==> config.mk <==
export PLATFORM = sky130hd
export DESIGN_NAME = out_port_adapter
export DESIGN_NICKNAME = d
export VERILOG_FILES = /design/src/rtl/adp_pkg.sv /design/src/rtl/adp_run_latch.sv /design/src/rtl/adp_word_hold.sv /design/src/rtl/adp_ack_track.sv /design/src/rtl/out_port_adapter.sv
export SDC_FILE = /design/constraint.sdc
export NUM_CORES = 1
export LEC_CHECK = 0
export ABC_AREA = 1
export ABC_CLOCK_PERIOD_IN_PS = 1100
export CAP_MARGIN = 5
export CORE_MARGIN = 8
export CORE_UTILIZATION = 38
export CTS_CLUSTER_DIAMETER = 40
export DETAILED_ROUTE_END_ITERATION = 12
export PLACE_DENSITY = 0.86
export SYNTH_ARGS = -nofsm -noshare
export SYNTH_HDL_FRONTEND = slang
export SYNTH_HIERARCHICAL = 1
export SYNTH_SLANG_ARGS = --single-unit
==> constraint.sdc <==
create_clock -name clk -period 1.1 [get_ports clk]
set_input_delay 0.22 -clock clk [delete_from_list [all_inputs] [get_ports clk]]
set_output_delay 0.22 -clock clk [all_outputs]
set_load 0.05 [all_outputs]
==> src/rtl/adp_pkg.sv <==
package adp_pkg;

   // Handshake style codes used by the MODE parameter
   localparam int unsigned MODE_FULL = 0;
   localparam int unsigned MODE_ACK  = 1;
   localparam int unsigned MODE_VLD  = 2;

   // Style has an incoming acknowledge that can stall the core
   function automatic bit mode_has_ack(input int unsigned m);
      return m != MODE_VLD;
   endfunction

   // Style drives an outgoing valid
   function automatic bit mode_has_vld(input int unsigned m);
      return m != MODE_ACK;
   endfunction

endpackage

==> src/rtl/adp_run_latch.sv <==
module adp_run_latch (
   input  logic clk,
   input  logic rst,
   input  logic start,
   output logic run
);

   logic run_q;

   always_ff @(posedge clk) begin
      if (rst) run_q <= 1'b0;
      else     run_q <= run_q | start;
   end

   assign run = run_q;

endmodule

==> src/rtl/adp_word_hold.sv <==
module adp_word_hold #(
   parameter int unsigned W = 16
) (
   input  logic         clk,
   input  logic         rst,
   input  logic         take,
   input  logic [W-1:0] din,
   output logic [W-1:0] dout
);

   logic [W-1:0] data_q;

   always_ff @(posedge clk) begin
      if (rst)       data_q <= '0;
      else if (take) data_q <= din;
   end

   // New word bypasses the register in the cycle it is taken
   assign dout = take ? din : data_q;

endmodule

==> src/rtl/adp_ack_track.sv <==
module adp_ack_track
   import adp_pkg::*;
#(
   parameter int unsigned MODE = MODE_FULL
) (
   input  logic clk,
   input  logic rst,
   input  logic take,
   input  logic ack,
   output logic stall,
   output logic vld
);

   logic busy;

   generate
      if (mode_has_ack(MODE)) begin : g_ack
         logic pend_q;
         always_ff @(posedge clk) begin
            if (rst) pend_q <= 1'b0;
            else     pend_q <= (take | pend_q) & ~ack;
         end
         assign stall = pend_q;
         assign busy  = take | pend_q;
      end else begin : g_noack
         logic track_unused;
         assign track_unused = &{1'b0, ack, clk, rst};
         assign stall = 1'b0;
         assign busy  = take;
      end

      if (mode_has_vld(MODE)) begin : g_vld
         assign vld = busy;
      end else begin : g_novld
         assign vld = 1'b0;
      end
   endgenerate

endmodule

==> src/rtl/out_port_adapter.sv <==
module out_port_adapter
   import adp_pkg::*;
#(
   parameter int unsigned DATA_W = 16,
   parameter int unsigned MODE   = MODE_FULL
) (
   input  logic              clk,
   input  logic              rst,
   input  logic              start,
   input  logic              wr_en,
   input  logic [DATA_W-1:0] wr_data,
   output logic              stall,
   output logic [DATA_W-1:0] out_data,
   output logic              out_vld,
   input  logic              out_ack
);

   generate
      if (MODE > MODE_VLD) begin : g_bad_mode
         $error("out_port_adapter: MODE must be 0, 1 or 2");
      end
      if (DATA_W < 1) begin : g_bad_width
         $error("out_port_adapter: DATA_W must be at least 1");
      end
   endgenerate

   logic run;
   logic take;
   logic stall_w;

   adp_run_latch u_run (
      .clk   (clk),
      .rst   (rst),
      .start (start),
      .run   (run)
   );

   assign take = wr_en & run & ~stall_w;

   adp_word_hold #(.W(DATA_W)) u_hold (
      .clk  (clk),
      .rst  (rst),
      .take (take),
      .din  (wr_data),
      .dout (out_data)
   );

   adp_ack_track #(.MODE(MODE)) u_track (
      .clk   (clk),
      .rst   (rst),
      .take  (take),
      .ack   (out_ack),
      .stall (stall_w),
      .vld   (out_vld)
   );

   assign stall = stall_w;

endmodule

Word-level counts from Yosys, hierarchy flattened
Index checks and enable logic that the tools add are counted.

Bitwise operators: 7. Mux-type cells: 1.

Operator list (count): 16-bit 2-to-1 mux (1); 1-bit bitwise AND (3); 1-bit inverter (2); 1-bit bitwise OR (2).

Word-level logic and storage cells: 11. Register bits: 18. Output and inout port bits: 18. Bits of input ports: 21.

Logic depth before layout (Yosys ltp)
Gate-level depths: netlist of run 1.

Word-level depth: 4. Gate-level depth with buffers: 8. Mapped depth without buffers: 6.

By module
The synthesis of run 1 kept the hierarchy.

Modules (own cells, without submodules): adp_word_hold (area each 874.6 um2, instances 1, cells each 134); adp_ack_track (area each 45.0 um2, instances 1, cells each 7); adp_run_latch (area each 27.5 um2, instances 1, cells each 3); out_port_adapter (area each 10.0 um2, instances 1, cells each 2).

Least setup slack after synthesis of run 1
Ideal clock, no wire load.

Path type: register to output. Start point: register u_track.g_ack.pend_q (netlist: u_track/stall). End point: output out_data[10]. Path slack: -607 ps. Cell stages (with the launch flop): 7. Arrival time: 1487 ps. Path buffers: 2. Path through: dfxtp_1 > nor2_2 > buf_6 > buf_6 > nand2_1 > nand2_2 > inv_1.

Word-level cells in the longest chain between the ends: 3.

RTL lines: start: declaration (line adp_ack_track.sv:18) `logic pend_q;`; start signal: assignment (line adp_ack_track.sv:21) `else pend_q <= (take | pend_q) & ~ack;`; 1-bit inverter (line out_port_adapter.sv:38) `assign take = wr_en & run & ~stall_w;`; 1-bit bitwise AND (line out_port_adapter.sv:38); named net take (line out_port_adapter.sv:28) `logic take;`; 16-bit 2-to-1 mux (line adp_word_hold.sv:19) `assign dout = take ? din : data_q;`; end: declaration (line out_port_adapter.sv:13) `output logic [DATA_W-1:0] out_data,`.

The timed path passes the listed nets, and every way through them passes these cells.

Worst setup path in the final report of run 1
Start point: register u_run.run_q (netlist: u_run/run). End point: output out_data[2].

Word-level cells in the longest chain between the ends: 3.

RTL lines: start: declaration (line adp_run_latch.sv:8) `logic run_q;`; start signal: assignment (line adp_run_latch.sv:12) `else run_q <= run_q | start;`; 1-bit bitwise AND (2 in series) (line out_port_adapter.sv:38); named net take (line out_port_adapter.sv:28); 16-bit 2-to-1 mux (line adp_word_hold.sv:19).

The timed path passes the listed nets, and every way through them passes these cells.

==> summary.md, run 1 <==
| Metric | Value |
|---|---|
| Peak VDD IR | `1.16 mV` |
| Relative slew slack | `around 87%` |
| Initial DRC count | `24` |
| Die X | `66.2 um` |
| Maxcap violations | `0` |
| Most frequent cells after synthesis | `inv_1 (51), nand2_1 (30), nand2_2 (20), dfxtp_1 (18), nor2_2 (12)` |
| Comb power frac | `51.9%` |
| Synth top area cells | `dfxtp_1 (38%), inv_1 (20%), nand2_2 (13%)` |
| Fin. max-slew vios | `0` |
| H-tree levels | `1` |
| Fin area | `2150 sq um` |
| Clk sinks | `18` |
| DR vias | `1068` |
| Worst-skew pair later-pin latency | `0.31 ns` |
| Clock power share | `18.2%` |
| Crit share post-route | `165%` |
| # IOs | `39` |
| Crit Path Class | `reg2out` |
| CTS Buf Count | `3` |
| Largest family of logic cells by synthesized area | `simple AND/OR/NAND/NOR gates` |
| Routed wire per std cell | `15.3 um` |
| Net Sw Frac | `37.3%` |
| Top-count cell post-synth | `inv_1` |
| Nets@finish | `235` |
| Pre-Repair DR Iteration Count | `4` |
| Area share of the largest cell type after synthesis | `37.6%` |
| Compound-Gate Fraction of Synth Area | `0%` |
| Ys flop type | `dfxtp_1` |
| Drc violations | `0` |
| Xor/xnor cell area share of the yosys netlist | `0%` |
| Unique masters post-synth | `11` |
| Antenna Nets Post-Route | `0` |
| Layout cells sized above 1 | `62.0%` |
| Post-Syn Area | `957 sq um` |
| Starting density of the core | `39.4%` |
| Final Wtd Congestion | `between 0.7 and 0.8` |
| P_leak | `between 0.0009 and 0.001 uW` |
| CP arrival | `1.59 ns` |
| Final hold viol count | `0` |
| Chip Height | `66.2 um` |
| ANT cells | `0` |
| Worst-path maximum fanout | `8` |
| Total power | `2370 uW` |
| Multiplexer share of the synthesized area | `0%` |
| Worst slew pin tran | `0.198 ns` |
| Yosys top cell by area | `dfxtp_1` |
| Drt total wl | `3.72 mm` |
| Status | `finished, violations left` |
| Rows | `18` |
| Input/output buffers | `38` |
| #FFs+latches synth | `18` |
| Initial antenna violation count | `0` |
| Area of the multi-input gates | `567 sq um` |
| GRT Overall Usage | `between 15 and 20%` |
| Slack of the critical path | `-0.714 ns` |
| Number of global-route vias before repair | `1182` |
| Placed cell areas | `about 1800 sq um` |
| Internal power | `approximately 1500 uW` |
| Synth-to-Final Area Change | `125%` |
| Core Area | `2430 sq um` |
| DIE AREA | `4380 sq um` |
| Failing checks | `setup timing` |
| Endpoint class of the critical path | `output port` |
| Post-Syn Nets | `167` |
| Dpl ws | `-0.671 ns` |
| Final TNS setup | `-14.82 ns` |
| PD cells | `1100 nW/um^2` |
| Finished Layout Cells | `roughly 240` |
| DP HPWL | `around 1.9 mm` |
| Final setup vio count | `35` |
| Fill count | `around 110` |
| Final Critical Period | `between 1.5 and 2 ns` |
| Reg clk slew, reported paths | `0.11 ns` |
| Vias per cell | `about 4.4` |
| CTS tree | `done` |
| Syn. warnings | `6` |
| Placed insts | `roughly 230` |
| Req. time, crit path | `roughly 0.88 ns` |
| First-pass GRT wire length | `about 5.3 mm` |
| Setup crit start kind | `flip-flop` |
| Post-Synthesis Cells | `146` |
| Largest net degree at the start of global routing | `11` |
| Ys async rst share | `0%` |
| Hold crit path type | `reg2reg` |
| Sequential Power Share | `29.9%` |
| Register area | `365 sq um` |
| Post-synthesis average cell area | `6.56 sq um` |
| CTS max path bufs | `2` |
| Post-synth EDFFs | `0` |
| RSZ-0062 raised after global routing | `yes` |
| Simple-Gate Fraction of Synth Area | `36.2%` |
| Clock root cell | `clkbuf_4` |
| Gr ovfl total | `0` |
| Seq/Total Area, Yosys | `37.6%` |
| Post-Synth Adder-Cell Area | `0%` |
| Fmax | `551 MHz` |
| Clock Skews | `0.00179 ns` |
| NetSw | `885 uW` |
==> power by group through the flow <==
stage,Combinational [uW],Clock [uW],Sequential (uW)
floorplan,504,0,720
global placement,974,0,717
detailed placement,990,0,720
CTS,1120,426,706
global route,1290,463,712
finish,1230,430,709
==> cell usage in the layout, fill, tap and decap left out <==
master / n
dlygate4sd2_1: 1
clkbuf_8: 1
inv_2: 1
dfxtp_2: 1
nand2_4: 26
dfxtp_1: 16
buf_6: 11
clkinvlp_4: 16
clkbuf_4: 3
inv_16: 2
nand2_2: 17
buf_4: 15
buf_12: 21
nor2_4: 4
nor2_1: 4
inv_1: 34
nand2_1: 7
dfxtp_4: 1
nor2_2: 13
clkdlybuf4s50_1: 19
==> what timing repair did <==
action	CTS	global route
pin swaps	7	13
resized for setup	37	34
setup endpoints to repair	34	35
cloned	2	0
endpoints found under the hold margin	0	0
buffers inserted	9	3
hold buffers	0	0
==> worst paths after layout <==
kind	start	end	slack, ns	cells after the start
worst max-delay path	u_run/run	out_data[2]	-0.71	8
worst min-delay path	u_run/run	u_run/run	0.50	2
worst min register to register	u_run/run	u_run/run	0.50	2
worst max register to register	u_run/run	u_hold/data_q[5]	-0.37	9
==> metrics by stage <==
step / hold WS (ns) / util, %
2_1_floorplan: 0.292 / -
3_3_place_gp: 0.447 / 72.0
3_5_place_dp: 0.470 / 72.0
4_1_cts: 0.492 / 83.1
5_1_grt: 0.555 / 88.5
6_report: 0.504 / 88.5
==> cell type report <==
type,count,share of cell area (%)
repair buffers,67,39.7
multi-input cells,71,26.3
flip-flops and latches,18,17.0
inverters,52,12.6
well taps,30,1.74
clock buffers,4,1.69
repair inverters,1,0.930
==> worst max-delay path, cell delays in order, from the launching register on <==
cell	delay (ns)
dfxtp_2	0.35
nand2_2	0.06
nor2_4	0.20
buf_12	0.21
inv_16	0.06
nand2_1	0.09
nand2_2	0.08
clkinvlp_4	0.09
buf_12	0.13
==> state kept, by name, summed over array words and instances (netlist names) <==
register	count
u_run/run	1
u_hold/data_q	16
u_track/stall	1
==> kinds of logic after synthesis <==
kind of cell	count (synthesis)
flip-flops	18
AND/OR/NAND/NOR	71
buffers and inverters	57
==> metal layers <==
metal	GRT usage [%]	wire, um	up-vias
met1	14.6	1400	513
met4	4.80	60	0
met3	3.39	215	5
met5	0	0	-
li1	-	-	517
met2	30.9	2050	33
Note: power is estimated with default switching activity, not from simulation.
==> run 2, diff against run 1 <==
--- a/config.mk
+++ b/config.mk
@@ -5,14 +5,13 @@
 export SDC_FILE = /design/constraint.sdc
 export NUM_CORES = 1
 export LEC_CHECK = 0
-export ABC_AREA = 1
 export ABC_CLOCK_PERIOD_IN_PS = 1100
 export CAP_MARGIN = 5
 export CORE_MARGIN = 8
-export CORE_UTILIZATION = 38
+export CORE_UTILIZATION = 35
 export CTS_CLUSTER_DIAMETER = 40
 export DETAILED_ROUTE_END_ITERATION = 12
-export PLACE_DENSITY = 0.86
+export PLACE_DENSITY = 0.85
 export SYNTH_ARGS = -nofsm -noshare
 export SYNTH_HDL_FRONTEND = slang
 export SYNTH_HIERARCHICAL = 1
==> run 2 against run 1 <==
Net effect:
- critical path type unchanged
- combinational power is 49% lower
- worst hold slack got worse by 0.035 ns
- total power decreased by 28%
- the flow still finishes with violations (setup timing)
- core utilization down 19 points
- critical endpoint is now out_data[8]
- highest routed layer is now met3
- clock skew about the same
- flip-flop and latch count did not move
- critical path depth down 4
- non-clock buffer count down 19
==> summary.md, run 2 <==
| Metric | Value |
|---|---|
| Placed cell areas | `1300 sq um (-26%)` |
| CP arrival | `1.56 ns (-0.03 ns)` |
| Seq/Total Area, Yosys | `46.4% (+8.7 points)` |
| DP HPWL | `1.61 mm (-16%)` |
| Chip Height | `63.1 um (-4.6%)` |
| Flip-flop count of the largest register after layout | `16 (unchanged)` |
| Setup crit start kind | `flip-flop` |
| Final setup vio count | `35 (unchanged)` |
| Post-Synthesis Cells | `57 (-61%)` |
| Commonest non-fill, non-tap cell in the layout | `clkdlybuf4s50_1` |
| Critical path depth | `4 (-4)` |
| Peak VDD IR | `0.763 mV (-34%)` |
| Worst slew pin tran | `0.158 ns (-0.0399 ns)` |
| DIE AREA | `3980 sq um (-9.1%)` |
| Drt total wl | `2.13 mm (-43%)` |
| Ys flop type | `dfxtp_1` |
| Rows | `17 (-1)` |
| Syn. warnings | `6 (unchanged)` |
| P_leak | `0.000625 uW (-36%)` |
| Area share of the largest cell type after synthesis | `46.4% (+8.7 points)` |
| Most frequent cells after synthesis | `dfxtp_1 (18), nor2b_1 (12), mux2_4 (10), mux2_2 (6), nor2b_4 (4)` |
| Req. time, crit path | `0.88 ns (about the same)` |
| Antenna Nets Post-Route | `0 (unchanged)` |
| Gr ovfl total | `0 (unchanged)` |
| Clk sinks | `18 (unchanged)` |
| Pre-Repair DR Iteration Count | `2 (-2)` |
| Die X | `63.1 um (-4.6%)` |
| Synth top area cells | `dfxtp_1 (46%), mux2_4 (19%), nor2b_1 (9.7%)` |
| DR top layer | `met3` |
| Number of global-route vias before repair | `674 (-43%)` |
| Clock root cell | `clkbuf_4` |
| Fin area | `1490 sq um (-31%)` |
| Starting density of the core | `36.2% (-3.2 points)` |
| RSZ-0062 raised after global routing | `yes` |
| Critical Path Start | `u_track/stall` |
| Met3 Wirelength | `179 um (-17%)` |
| Largest Register | `u_hold/data_q` |
| Vias per cell | `4.34 (-1.3%)` |
| Largest net degree at the start of global routing | `11 (unchanged)` |
| Yosys top cell by area | `dfxtp_1` |
| Post-synthesis average cell area | `13.6 sq um (+110%)` |
| Core Area | `2150 sq um (-12%)` |
| Post-Syn Area | `777 sq um (-19%)` |
| Hold crit path type | `in2reg` |
| Drc violations | `0 (unchanged)` |
| Fmax | `560 MHz (+1.7%)` |
| Synth-to-Final Area Change | `92.3%` |
| Final TNS setup | `-15.80 ns (-0.981 ns)` |
| Initial antenna violation count | `0 (unchanged)` |
| Worst-path maximum fanout | `5 (-3)` |
| Maxcap violations | `0 (unchanged)` |
| Routed wire per std cell | `15.9 um (+3.6%)` |
| Final Critical Period | `1.78 ns (-0.0296 ns)` |
| Top-count cell post-synth | `dfxtp_1` |
| Most frequent cells in the layout | `clkdlybuf4s50_1 (20), dfxtp_1 (17), mux2_4 (16), buf_12 (12), nor2b_1 (9)` |
| Setup crit end | `out_data[8]` |
| R2r worst-path depth | `5 (-4)` |
| Unique masters post-synth | `12 (+1)` |
| Cells along the critical path | `and3b_2 > buf_6 > mux2_4 > buf_12` |
| Final Core Density | `69.5% (-19 points)` |
| CTS max path bufs | `2 (unchanged)` |
| Slack of the critical path | `-0.685 ns (+0.0296 ns)` |
| Ys async rst share | `0% (unchanged)` |
| Fin. max-slew vios | `0 (unchanged)` |
| Critical path's largest stage delay | `0.35 ns (about the same)` |
| #FFs+latches synth | `18 (unchanged)` |
| Worst-skew pair later-pin latency | `0.28 ns (-0.03 ns)` |
| Status | `finished, violations left` |
| Setup slack, reg-to-reg | `-0.35 ns (+0.02 ns)` |
| Clock Skews | `0.00213 ns (+0.000345 ns)` |
| First-pass GRT wire length | `3.42 mm (-36%)` |
| R2R Path Start | `u_track/stall` |
| Layout cells sized above 1 | `53.8% (-8.2 points)` |
| Post-synth EDFFs | `0 (unchanged)` |
| Relative slew slack | `89.4% (+2.7 points)` |
| Failing checks | `setup timing` |
| Cts hold-fix bufs | `0 (unchanged)` |
| Nets@finish | `128 (-46%)` |
| Top delay family on crit path | `flip-flops` |
| DR vias | `581 (-46%)` |
| Slowest-stage cell, CP | `dfxtp_4` |
| # IOs | `39 (unchanged)` |
| WP buf/inv | `2 (-2)` |
| PD cells | `1150 nW/um^2 (+4.1%)` |
| H-tree levels | `1 (unchanged)` |
| Final hold viol count | `0 (unchanged)` |
| Final Wtd Congestion | `0.647 (-9.7%)` |
| RR Endpoint | `u_hold/data_q[3]` |
| Crit share post-route | `162% (-2.7 points)` |
| Routed wl met2 | `1.13 mm (-45%)` |
| CTS Buf Count | `3 (unchanged)` |
| Reg clk slew, reported paths | `0.10 ns (about the same)` |
| Endpoint class of the critical path | `output port` |
| Input/output buffers | `38 (unchanged)` |
| Post-Syn Nets | `78 (-53%)` |
| Crit Path Class | `reg2out` |
| Met1 WL | `818 um (-42%)` |
| GRT Overall Usage | `10.5% (-4.8 points)` |
| Fill count | `159 (+50%)` |
| ANT cells | `0 (unchanged)` |
| CTS tree | `done` |
| Initial DRC count | `6 (-75%)` |
run 2: changes by cell type in the layout (fill, tap and decap cells not counted), moves of 9 or more:
cell        previous run  this run
buf_12                21        12
buf_4                 15         3
clkinvlp_4            16         0
inv_1                 34         0
mux2_4                 0        16
nand2_2               17         0
nand2_4               26         0
nor2_2                13         0
nor2b_1                0         9
run 2: per-stage QoR:
step | setup slack, ns | cells | power [uW] | hold slack (ns)
finish | -0.685 | 134 | 1710 | 0.469
global route | -0.737 | 134 | 1780 | 0.462
floorplan | -0.455 | 57 | 1000 | 0.284
CTS | -0.682 | 133 | 1720 | 0.460
detailed placement | -0.686 | 125 | 1260 | 0.466
global placement | -0.675 | 125 | 1250 | 0.437
run 2: worst min-delay path by stage:
stage,end,slack (ns),startpoint,cells past startpoint
detailed placement,u_run/run,0.47,u_run/run,1
finish,u_track/stall,0.47,out_ack,2
CTS,u_track/stall,0.46,out_ack,2
floorplan,u_hold/data_q[14],0.28,rst,1
global route,u_track/stall,0.46,out_ack,2
global placement,u_run/run,0.44,u_run/run,1
run 2: where the power goes:
part | internal [uW] | total (uW) | switching, uW
Clock | 201 | 393 | 192
Sequential | 679 | 687 | 8.82
Combinational | 345 | 632 | 287
Total | 1220 | 1710 | 488
run 2: repair_timing:
action	in CTS	in global routing
gates resized for setup	26	7
setup endpoints to repair	35	35
buffers inserted	3	3
gates cloned	1	0
pin swaps	0	0
run 2: kinds of logic (layout without fill, tap and decap cells):
kind of cell	after synthesis	in the layout	share of synthesized area, %
and+or+nand+nor	19	19	19.6
DFF	18	18	46.4
muxes	16	16	28.0
buffers and inverters	3	52	4.67
AOI/OAI and AO/OA	1	1	1.29
run 2: routing by layer:
layer	global-route usage [%]	vias up
li1	-	284
met1	10.4	270
met2	19.5	27
met3	4.59	0
met4	2.56	0
met5	0	-
run 2: layout make-up:
type | instances | area (sq um) | share of cell area [%]
Multi-Input combinational cell | 36 | 427 | 28.6
Timing Repair Buffer | 48 | 632 | 42.3
Tap cell | 28 | 35.0 | 2.35
Sequential cell | 18 | 364 | 24.4
Clock buffer | 4 | 36.3 | 2.43
